[src/rtl/ts_pf_pkg.sv]
package ts_pf_pkg;

  localparam int          CFG_W     = 17;
  localparam int          PID_W     = 13;
  localparam logic [7:0]  SYNC_BYTE = 8'h47;

  localparam int BIT_BYPASS = 13;
  localparam int BIT_SWAP   = 14;
  localparam int BIT_EN     = 15;
  localparam int BIT_ALL    = 16;

  typedef logic [CFG_W-1:0] slot_cfg_t;

  localparam slot_cfg_t SLOT_PARKED = slot_cfg_t'(17'h01FFF);

  // bits a slot keeps; the global controls exist in slot 0 only
  function automatic slot_cfg_t keep_mask(input logic is_slot0);
    slot_cfg_t m;
    m = '0;
    m[PID_W-1:0] = '1;
    m[BIT_EN]    = 1'b1;
    if (is_slot0) begin
      m[BIT_BYPASS] = 1'b1;
      m[BIT_SWAP]   = 1'b1;
      m[BIT_ALL]    = 1'b1;
    end
    return m;
  endfunction

  function automatic logic [PID_W-1:0] header_pid(input logic [7:0] hb1,
                                                  input logic [7:0] hb2);
    return {hb1[4:0], hb2};
  endfunction

  function automatic logic slot_hit(input slot_cfg_t c, input logic [PID_W-1:0] pid);
    return c[BIT_EN] && (c[PID_W-1:0] == pid);
  endfunction

  // e0 is the earliest byte of the group
  function automatic logic [31:0] lane_pack(input logic [7:0] e0, input logic [7:0] e1,
                                            input logic [7:0] e2, input logic [7:0] e3,
                                            input logic swap);
    return swap ? {e3, e2, e1, e0} : {e0, e1, e2, e3};
  endfunction

endpackage

[src/rtl/ts_pf_regs.sv]
module ts_pf_regs
  import ts_pf_pkg::*;
#(
  parameter int NUM_SLOTS = 8,
  parameter int ADDR_W    = 5
) (
  input  logic                       clk,
  input  logic                       rst_n,
  input  logic                       cfg_we,
  input  logic [ADDR_W-1:0]          cfg_addr,
  input  logic [31:0]                cfg_wdata,
  input  logic                       load_en,
  output logic [31:0]                cfg_rdata,
  output logic [NUM_SLOTS*CFG_W-1:0] act_flat
);
  localparam int IDX_W = ADDR_W - 2;

  logic [IDX_W-1:0]           sel;
  logic [NUM_SLOTS*CFG_W-1:0] shadow_flat;
  logic                       unused_bits;

  assign sel         = cfg_addr[ADDR_W-1:2];
  assign unused_bits = ^{cfg_addr[1:0], cfg_wdata[31:CFG_W]};

  for (genvar i = 0; i < NUM_SLOTS; i++) begin : g_slot
    slot_cfg_t shadow_q;
    slot_cfg_t active_q;
    always_ff @(posedge clk or negedge rst_n) begin
      if (!rst_n) begin
        shadow_q <= SLOT_PARKED;
        active_q <= SLOT_PARKED;
      end else begin
        if (cfg_we && (sel == IDX_W'(i)))
          shadow_q <= cfg_wdata[CFG_W-1:0] & keep_mask(i == 0);
        if (load_en)
          active_q <= shadow_q;
      end
    end
    assign shadow_flat[i*CFG_W +: CFG_W] = shadow_q;
    assign act_flat[i*CFG_W +: CFG_W]    = active_q;
  end

  always_comb begin
    cfg_rdata = '0;
    for (int i = 0; i < NUM_SLOTS; i++)
      if (sel == IDX_W'(i))
        cfg_rdata = {{(32-CFG_W){1'b0}}, shadow_flat[i*CFG_W +: CFG_W]};
  end

endmodule

[src/rtl/ts_pf_framer.sv]
module ts_pf_framer
  import ts_pf_pkg::*;
#(
  parameter int PKT_BYTES = 188,
  parameter int CNT_W     = $clog2(PKT_BYTES)
) (
  input  logic             clk,
  input  logic             rst_n,
  input  logic             in_valid,
  input  logic             in_sop,
  input  logic [7:0]       in_data,
  output logic             take,
  output logic             pkt_start,
  output logic             in_pkt,
  output logic [CNT_W-1:0] idx
);
  typedef enum logic {ST_HUNT, ST_BODY} fr_state_t;

  fr_state_t        st_q;
  logic [CNT_W-1:0] cnt_q;
  logic             last_byte;

  assign in_pkt    = (st_q == ST_BODY);
  assign pkt_start = !in_pkt && in_valid && in_sop && (in_data == SYNC_BYTE);
  assign take      = pkt_start || (in_pkt && in_valid);
  assign idx       = in_pkt ? cnt_q : '0;
  assign last_byte = (cnt_q == CNT_W'(PKT_BYTES - 1));

  always_ff @(posedge clk or negedge rst_n) begin
    if (!rst_n) begin
      st_q  <= ST_HUNT;
      cnt_q <= '0;
    end else if (!in_pkt) begin
      if (pkt_start) begin
        st_q  <= ST_BODY;
        cnt_q <= CNT_W'(1);
      end
    end else if (in_valid) begin
      if (last_byte) begin
        st_q  <= ST_HUNT;
        cnt_q <= '0;
      end else begin
        cnt_q <= cnt_q + CNT_W'(1);
      end
    end
  end

endmodule

[src/rtl/ts_pf_match.sv]
module ts_pf_match
  import ts_pf_pkg::*;
#(
  parameter int NUM_SLOTS = 8
) (
  input  logic [NUM_SLOTS*CFG_W-1:0] act_flat,
  input  logic [PID_W-1:0]           pid,
  output logic [NUM_SLOTS-1:0]       hit,
  output logic                       pass
);
  slot_cfg_t ctl0;
  logic      unused_cfg;

  assign ctl0       = act_flat[CFG_W-1:0];
  assign unused_cfg = ^act_flat;

  for (genvar i = 0; i < NUM_SLOTS; i++) begin : g_cmp
    assign hit[i] = slot_hit(act_flat[i*CFG_W +: CFG_W], pid);
  end

  assign pass = (|hit) || ctl0[BIT_ALL] || ctl0[BIT_BYPASS];

endmodule

[src/rtl/ts_pf_packer.sv]
module ts_pf_packer
  import ts_pf_pkg::*;
#(
  parameter int CNT_W = 8
) (
  input  logic             clk,
  input  logic             rst_n,
  input  logic             take,
  input  logic [CNT_W-1:0] idx,
  input  logic [7:0]       in_data,
  input  logic             swap,
  input  logic             hdr_pass,
  output logic [PID_W-1:0] hdr_pid,
  output logic             pkt_pass,
  output logic             out_valid,
  output logic             out_sop,
  output logic [31:0]      out_word
);
  logic [23:0] acc_q;
  logic        pass_q;
  logic        word_end;
  logic        hdr_end;
  logic        keep;

  assign word_end = take && (idx[1:0] == 2'd3);
  assign hdr_end  = take && (idx == CNT_W'(3));
  assign keep     = hdr_end ? hdr_pass : pass_q;
  assign hdr_pid  = header_pid(acc_q[15:8], acc_q[7:0]);
  assign pkt_pass = pass_q;

  always_ff @(posedge clk or negedge rst_n) begin
    if (!rst_n) begin
      acc_q     <= '0;
      pass_q    <= 1'b0;
      out_valid <= 1'b0;
      out_sop   <= 1'b0;
      out_word  <= '0;
    end else begin
      if (take && !word_end)
        acc_q <= {acc_q[15:0], in_data};
      if (hdr_end)
        pass_q <= hdr_pass;
      out_valid <= word_end && keep;
      out_sop   <= hdr_end && hdr_pass;
      if (word_end && keep)
        out_word <= lane_pack(acc_q[23:16], acc_q[15:8], acc_q[7:0], in_data, swap);
    end
  end

endmodule

[src/rtl/ts_pid_filter.sv]
module ts_pid_filter
  import ts_pf_pkg::*;
#(
  parameter int NUM_SLOTS = 8,
  parameter int PKT_BYTES = 188,
  parameter int ADDR_W    = $clog2(NUM_SLOTS) + 2
) (
  input  logic              clk,
  input  logic              rst_n,
  input  logic              cfg_we,
  input  logic [ADDR_W-1:0] cfg_addr,
  input  logic [31:0]       cfg_wdata,
  output logic [31:0]       cfg_rdata,
  input  logic              in_valid,
  input  logic              in_sop,
  input  logic [7:0]        in_data,
  output logic              out_valid,
  output logic              out_sop,
  output logic [31:0]       out_word
);
  localparam int CNT_W = $clog2(PKT_BYTES);

  logic [NUM_SLOTS*CFG_W-1:0] act_flat;
  logic                       take;
  logic                       pkt_start;
  logic                       in_pkt;
  logic [CNT_W-1:0]           idx;
  logic [PID_W-1:0]           hdr_pid;
  logic [NUM_SLOTS-1:0]       slot_hits;
  logic                       hdr_pass;
  logic                       pkt_pass;
  logic                       cfg_swap;
  logic                       unused_evt;

  assign cfg_swap   = act_flat[BIT_SWAP];
  assign unused_evt = ^{pkt_start, slot_hits};

  ts_pf_regs #(.NUM_SLOTS(NUM_SLOTS), .ADDR_W(ADDR_W)) u_regs (
    .clk       (clk),
    .rst_n     (rst_n),
    .cfg_we    (cfg_we),
    .cfg_addr  (cfg_addr),
    .cfg_wdata (cfg_wdata),
    .load_en   (!in_pkt),
    .cfg_rdata (cfg_rdata),
    .act_flat  (act_flat)
  );

  ts_pf_framer #(.PKT_BYTES(PKT_BYTES), .CNT_W(CNT_W)) u_framer (
    .clk       (clk),
    .rst_n     (rst_n),
    .in_valid  (in_valid),
    .in_sop    (in_sop),
    .in_data   (in_data),
    .take      (take),
    .pkt_start (pkt_start),
    .in_pkt    (in_pkt),
    .idx       (idx)
  );

  ts_pf_match #(.NUM_SLOTS(NUM_SLOTS)) u_match (
    .act_flat (act_flat),
    .pid      (hdr_pid),
    .hit      (slot_hits),
    .pass     (hdr_pass)
  );

  ts_pf_packer #(.CNT_W(CNT_W)) u_packer (
    .clk       (clk),
    .rst_n     (rst_n),
    .take      (take),
    .idx       (idx),
    .in_data   (in_data),
    .swap      (cfg_swap),
    .hdr_pass  (hdr_pass),
    .hdr_pid   (hdr_pid),
    .pkt_pass  (pkt_pass),
    .out_valid (out_valid),
    .out_sop   (out_sop),
    .out_word  (out_word)
  );

endmodule

[config.mk]
export PLATFORM = sky130hd
export DESIGN_NAME = ts_pid_filter
export DESIGN_NICKNAME = d
export VERILOG_FILES = /design/src/rtl/ts_pf_pkg.sv /design/src/rtl/ts_pf_regs.sv /design/src/rtl/ts_pf_framer.sv /design/src/rtl/ts_pf_match.sv /design/src/rtl/ts_pf_packer.sv /design/src/rtl/ts_pid_filter.sv
export SDC_FILE = /design/constraint.sdc
export NUM_CORES = 1
export LEC_CHECK = 0
export CAP_MARGIN = 10
export CORE_MARGIN = 2
export CORE_UTILIZATION = 50
export DETAILED_ROUTE_END_ITERATION = 10
export DONT_BUFFER_PORTS = 1
export SLEW_MARGIN = 10
export SYNTH_ARGS = -nofsm -noshare
export SYNTH_HDL_FRONTEND = slang
export SYNTH_SLANG_ARGS = --single-unit
export TNS_END_PERCENT = 20
[constraint.sdc]
create_clock -name clk -period 2.9 [get_ports clk]
set_input_delay 0.145 -clock clk [delete_from_list [all_inputs] [get_ports clk]]
set_output_delay 0.145 -clock clk [all_outputs]
set_load 0.01 [all_outputs]
==> flow_summary.json, run 1 <==
{
  "drc_errors": 0,
  "fmaxAchievable_mhz": 374,
  "crit_type": "reg2reg",
  "finalMaxSlewViolations": 0,
  "drt_wl_total_mm": 32.6,
  "netlist_instances": 1022,
  "cts-root-buf": "clkbuf_16",
  "finalSetupViolations": 0,
  "grt_usage": 0.220,
  "hold_violations": 298,
  "path_delay_family": "flip-flops",
  "ant_nets": 0,
  "p_per_area_mw_per_mm2": 807,
  "cts.sink_count": 298,
  "wire_per_inst_um": 22.2,
  "clkLatencyLatePin_ps": 510,
  "holdWs_ps": -677,
  "place.port_buffers": 0,
  "fin_worst_skew_ps": 16.9,
  "grt_max_degree": 299,
  "totalNegativeSetupSlack_ps": 0,
  "fin_util": 0.576,
  "die_area_mm2": 0.0300,
  "routabilityCongestion": 0.800,
  "clk_path_buf_depth": 3,
  "cts_buffers": 34,
  "final_nets": 1116,
  "drtIter0Drc": 517,
  "avgSynthCellArea_um2": 14.0,
  "tightest_slew_ps": 777,
  "num_rows": 61,
  "io_pins": 116,
  "grt.overflow.total": 0,
  "clk_pin_slew_worst_paths_ps": 60,
  "ctsHoldBuffers": 26,
  "start_util": 0.511,
  "crit_path_end_kind": "flip-flop",
  "yosysWarnings": 0,
  "cts_max_level": 2,
  "cts_resized": 0,
  "rr_endpoint": "u_packer.out_word[2]$_DFFE_PN0P_",
  "num_vias": 8023,
  "dp_hpwl_mm": 21.8,
  "grt_pass1_wl_mm": 51.0,
  "arrival_ps": 3070,
  "grt_use_met3": 0.0378,
  "die_h_um": 173,
  "ir_worst_vdd_v": 0.000505,
  "crit_slowest_cell": "dfrtp_1",
  "violations": "hold timing",
  "cpPeakStageDelay_ps": 710,
  "coreArea_mm2": 0.0280,
  "yosysSeqAreaShare": 0.539,
  "reg2reg_depth": 8,
  "yosysUniqueCellTypes": 45,
  "min_period_over_period": 0.923,
  "antenna_found_initial": 3,
  "worstSetupStartpointType": "flip-flop",
  "drtPass1Iterations": 4,
  "cap_violations": 0,
  "grt_util_met2": 0.353,
  "worst_ep_required_time_ps": 3300,
  "leakage_uw": 0.00651,
  "cts_tree": "built",
  "r2r_slack_ps": 220,
  "ys_ff_latch": 298,
  "status": "finished, violations left",
  "use_met1": 0.312,
  "slew_headroom": 0.481,
  "layout-drive-gt1-share": 0.590,
  "busiest_layer": "met2",
  "area_growth_pct": 12.7,
  "cts_setup_buffers": 0,
  "crit_fanout": 33,
  "viasPerCell": 5.46,
  "rsz0062_at_grt": "false",
  "period_minus_slack_ps": 2680,
  "grt_pass1_vias": 8364,
  "netlist_area_mm2": 0.0143,
  "die_w_um": 173,
  "hold_class": "in2async",
  "path_cells": "buf_4, xor2_1, nor4_1, a41oi_2, nand3_2, o31ai_4, buf_12, mux2_2",
  "worstReg2RegStart": "u_packer.acc_q[4]$_DFFE_PN0P_",
  "critPathBufInv": 2
}
-- synthesized netlist by cell type, drive strengths merged --
cell / number / area (um^2)
nor3b: 2 / 15.0
mux4: 10 / 225
o31ai: 4 / 43.8
nand2: 34 / 128
xnor2: 84 / 736
xor2: 20 / 175
conb: 1 / 3.75
clkbuf: 33 / 124
nor2b: 8 / 50.1
and4: 1 / 8.76
nand4b: 1 / 8.76
o211ai: 9 / 67.6
nor2: 20 / 75.1
dfrtp: 90 / 2250
o21ai: 24 / 120
inv: 3 / 11.3
o41ai: 1 / 8.76
a21oi: 11 / 55.1
a41oi: 2 / 32.5
and4bb: 1 / 12.5
and2: 3 / 18.8
nor4: 9 / 56.3
nand2b: 4 / 25.0
or2: 2 / 12.5
ha: 1 / 12.5
mux2: 328 / 3770
dfstp: 208 / 5470
and3: 3 / 18.8
a22o: 7 / 61.3
mux2i: 9 / 90.1
nor4b: 1 / 8.76
nand4: 22 / 138
buf: 42 / 339
nand3: 12 / 65.1
a31oi: 2 / 18.8
nor3: 6 / 30.0
a22oi: 4 / 30.0
-- metal layers --
metal | vias to the layer above | share of wire | routed length (um)
met5 | - | 0.00021 | 7
met4 | 2 | 0.020 | 667
met3 | 50 | 0.041 | 1340
met2 | 169 | 0.47 | 15300
met1 | 4081 | 0.47 | 15300
li1 | 3721 | - | -
-- worst max-delay path by stage --
stage	from	endpoint	slack, ps	depth (start not counted)
6_report	u_packer.acc_q[4]$_DFFE_PN0P_	u_packer.out_word[2]$_DFFE_PN0P_	220	8
5_1_grt	u_packer.acc_q[7]$_DFFE_PN0P_	u_packer.out_word[27]$_DFFE_PN0P_	150	9
3_5_place_dp	u_packer.acc_q[4]$_DFFE_PN0P_	u_packer.out_word[0]$_DFFE_PN0P_	280	8
4_1_cts	u_packer.acc_q[4]$_DFFE_PN0P_	u_packer.out_word[0]$_DFFE_PN0P_	250	8
3_3_place_gp	u_packer.acc_q[12]$_DFFE_PN0P_	u_packer.out_word[29]$_DFFE_PN0P_	300	9
2_1_floorplan	u_framer.cnt_q[6]$_DFFE_PN0P_	u_packer.out_word[10]$_DFFE_PN0P_	750	5
-- placed cells by master (no fill, tap or decap), types with 6 or more instances in the layout --
master and n:
mux2_2 302, o211ai_1 9, buf_4 40, mux2i_1 9
nor2_1 20, xor2_1 20, nand3_1 11, dlygate4sd3_1 26
nand4_1 22, clkbuf_16 38, mux2_1 6, a21oi_1 11
a22o_1 7, o21ai_0 24, nor4_1 9, conb_1 15
xnor2_1 84, dfstp_2 208, clkbuf_1 9, mux2_4 20
nor2b_1 8, dfrtp_1 89, mux4_2 10, nand2_1 34
clkbuf_8 6
-- cell families (layout without fill, tap and decap cells) --
| family | count (synthesis) | in the layout | synth area share |
|---|---|---|---|
| and+or+nand+nor | 129 | 129 | 0.0469 |
| xor gates and xnor gates | 104 | 104 | 0.0636 |
| DFF | 298 | 298 | 0.539 |
| AOI/OAI and AO/OA | 64 | 64 | 0.0306 |
| adders and majority gates | 1 | 1 | 0.000874 |
| other | 1 | 17 | 0.000262 |
| muxes | 347 | 347 | 0.285 |
| buffers and inverters | 78 | 131 | 0.0331 |
-- sequential cells by signal, indices dropped and copies added, names as in the netlist --
name,flops
u_packer.out_sop,1
u_regs.g_slot.active_q,115
u_packer.out_valid,1
u_framer.cnt_q,8
u_regs.g_slot.shadow_q,115
u_framer.in_pkt,1
u_packer.out_word,32
u_packer.pkt_pass,1
u_packer.acc_q,24
-- layout make-up --
cell class	count	area, um^2
flip-flops and latches	298	7720
inverters	3	11.3
repair buffers	68	601
well taps	378	473
multi-input cells	660	6190
diodes	2	5.00
clock buffers	53	1070
fillers	2368	11900
clock inverters	7	56.3
-- power by group --
group	internal (uW)	switching (uW)
registers	5450	734
clock network	2610	1670
logic	1480	1070
-- through the flow --
| stage | power (uW) | instance area, um^2 | setup slack, ps | hold WS [ps] | std cells |
|---|---|---|---|---|---|
| 3_3_place_gp | 8700 | 14700 | 301 | -144 | 1381 |
| 5_1_grt | 13600 | 16100 | 150 | -695 | 1467 |
| 3_5_place_dp | 8760 | 14700 | 281 | -145 | 1381 |
| 4_1_cts | 13200 | 16100 | 249 | -691 | 1467 |
| 2_1_floorplan | 7980 | 14400 | 753 | -151 | 1036 |
| 6_report | 13000 | 16100 | 224 | -677 | 1469 |
Note: power is estimated with default switching activity, not from simulation.
==> run 2, diff against run 1 <==
--- a/config.mk
+++ b/config.mk
@@ -10,6 +10,7 @@
 export CORE_UTILIZATION = 50
 export DETAILED_ROUTE_END_ITERATION = 10
 export DONT_BUFFER_PORTS = 1
+export REMOVE_ABC_BUFFERS = 1
 export SLEW_MARGIN = 10
 export SYNTH_ARGS = -nofsm -noshare
 export SYNTH_HDL_FRONTEND = slang
==> flow_summary.json, run 2 (same netlist as run 1, synthesis figures left out) <==
{
  "p_clk_frac": 0.349,
  "coreArea_mm2": 0.0280,
  "place.port_buffers": 0,
  "dp_cells": 1376,
  "rsz0062_at_grt": "false",
  "rr_endpoint": "u_packer.out_word[1]$_DFFE_PN0P_",
  "drc_errors": 0,
  "path_delay_family": "flip-flops",
  "ir_worst_vdd_v": 0.000683,
  "drtPass1Iterations": 4,
  "ant_nets": 0,
  "finalMaxSlewViolations": 0,
  "critPathLaunch": "u_packer.acc_q[6]$_DFFE_PN0P_",
  "grt_max_degree": 299,
  "cap_violations": 0,
  "grt_usage": 0.235,
  "worst_ep_required_time_ps": 3290,
  "path_cells": "xnor2_1, nand4_1, nor4_1, a41oi_2, nand3_2, o31ai_4, buf_12, mux2_2",
  "min_period_over_period": 0.953,
  "fin_cells": 1466,
  "crit_fanout": 31,
  "die_w_um": 173,
  "finalSetupViolations": 0,
  "final_area_mm2": 0.0162,
  "cpPeakStageDelay_ps": 750,
  "die_area_mm2": 0.0300,
  "num_rows": 61,
  "diodes": 0,
  "power_frac_comb": 0.187,
  "cts.sink_count": 298,
  "violations": "hold timing",
  "grt_pass1_wl_mm": 53.6,
  "num_vias": 8267,
  "worstSetupStartpointType": "flip-flop",
  "r2r_slack_ps": 140,
  "netSwitchingFraction": 0.265,
  "slew_headroom": 0.499,
  "fin_worst_skew_ps": 8.95,
  "intPower_uw": 9880,
  "crit_type": "reg2reg",
  "cts-root-buf": "clkbuf_16",
  "tightest_slew_ps": 750,
  "p_sw_uw": 3570,
  "grt_pass1_vias": 8523,
  "cts_buffers": 34,
  "fmaxAchievable_mhz": 362,
  "clk_pin_slew_worst_paths_ps": 60,
  "final_nets": 1113,
  "crit_slowest_cell": "dfrtp_1",
  "drtIter0Drc": 565,
  "holdWs_ps": -665,
  "cts_tree": "built",
  "hold_class": "in2async",
  "p_per_area_mw_per_mm2": 829,
  "wire_per_inst_um": 23.6,
  "period_minus_slack_ps": 2760,
  "routabilityCongestion": 0.854,
  "cp.depth": 8,
  "cts_max_level": 2,
  "final_common_cell": "mux2_2",
  "ctsHoldBuffers": 28,
  "critPathBufInv": 1,
  "grt.overflow.total": 0,
  "clkLatencyLatePin_ps": 510,
  "area_growth_pct": 13.5,
  "detailed_place.area_mm2": 0.0147,
  "final_cell_mix": "mux2_2 (302), dfstp_2 (208), dfrtp_1 (89), xnor2_1 (84), clkbuf_16 (37)",
  "antenna_found_initial": 0,
  "worstReg2RegStart": "u_packer.acc_q[6]$_DFFE_PN0P_",
  "layout-drive-gt1-share": 0.594,
  "power_frac_seq": 0.464,
  "die_h_um": 173,
  "crit_end": "u_packer.out_word[1]$_DFFE_PN0P_",
  "largestRegisters": "u_regs.g_slot.active_q (115), u_regs.g_slot.shadow_q (115), u_packer.out_word (32)",
  "io_pins": 116,
  "viasPerCell": 5.64,
  "crit_path_end_kind": "flip-flop",
  "leakage_uw": 0.00656,
  "dp_hpwl_mm": 21.9,
  "hold_violations": 298,
  "drt_wl_total_mm": 34.6,
  "status": "finished, violations left",
  "start_util": 0.511,
  "reg2reg_depth": 8,
  "arrival_ps": 3150,
  "clk_path_buf_depth": 3
}
## run 2: final cells by class
class | instances | area, um^2
sequential | 298 | 7720
tap | 378 | 473
clock inverter | 16 | 235
timing repair buffer | 65 | 608
multi-input combinational | 660 | 6190
clock buffer | 46 | 1000
fill | 2313 | 11800
inverter | 3 | 11.3
## run 2: power by group through the flow
stage / registers, uW / logic [uW] / clock network (uW)
6_report: 6240 / 2520 / 4700
5_1_grt: 6370 / 2710 / 4960
4_1_cts: 6240 / 2550 / 4800
3_5_place_dp: 6300 / 2470 / 0
3_3_place_gp: 6270 / 2450 / 0
2_1_floorplan: 6060 / 1780 / 0
## run 2: metal layers
layer / up-vias / global-route usage / part of all wire
met5: - / 0 / 0
met4: 0 / 0.0614 / 0.022
met3: 50 / 0.0369 / 0.040
met2: 178 / 0.382 / 0.48
met1: 4318 / 0.331 / 0.46
li1: 3721 / - / -
## run 2: worst min-delay path by stage
| stage | endpoint | slack [ps] | cells past startpoint |
|---|---|---|---|
| floorplan | u_framer.cnt_q[0]$_DFFE_PN0P_ | -150 | 0 |
| global placement | u_packer.out_valid$_DFF_PN0_ | -140 | 0 |
| detailed placement | u_packer.out_word[14]$_DFFE_PN0P_ | -140 | 0 |
| CTS | u_packer.out_word[10]$_DFFE_PN0P_ | -680 | 0 |
| global route | u_packer.acc_q[1]$_DFFE_PN0P_ | -690 | 0 |
| finish | u_packer.out_word[14]$_DFFE_PN0P_ | -660 | 0 |
## run 2: stage by stage
| step | total power [uW] | utilization | setup WS (ps) | TNS, ps |
|---|---|---|---|---|
| floorplan | 7840 | - | -2580 | -204180 |
| global placement | 8720 | 0.526 | 215 | 0 |
| detailed placement | 8770 | 0.526 | 187 | 0 |
| CTS | 13600 | 0.580 | 161 | 0 |
| global route | 14000 | 0.580 | 25.2 | 0 |
| finish | 13500 | 0.580 | 136 | 0 |
## run 2: timing repair
item | CTS | global route
hold endpoints to repair | 439 | 298
resized for setup | 0 | 0
setup endpoints to repair | 0 | 0
setup buffers | 0 | 0
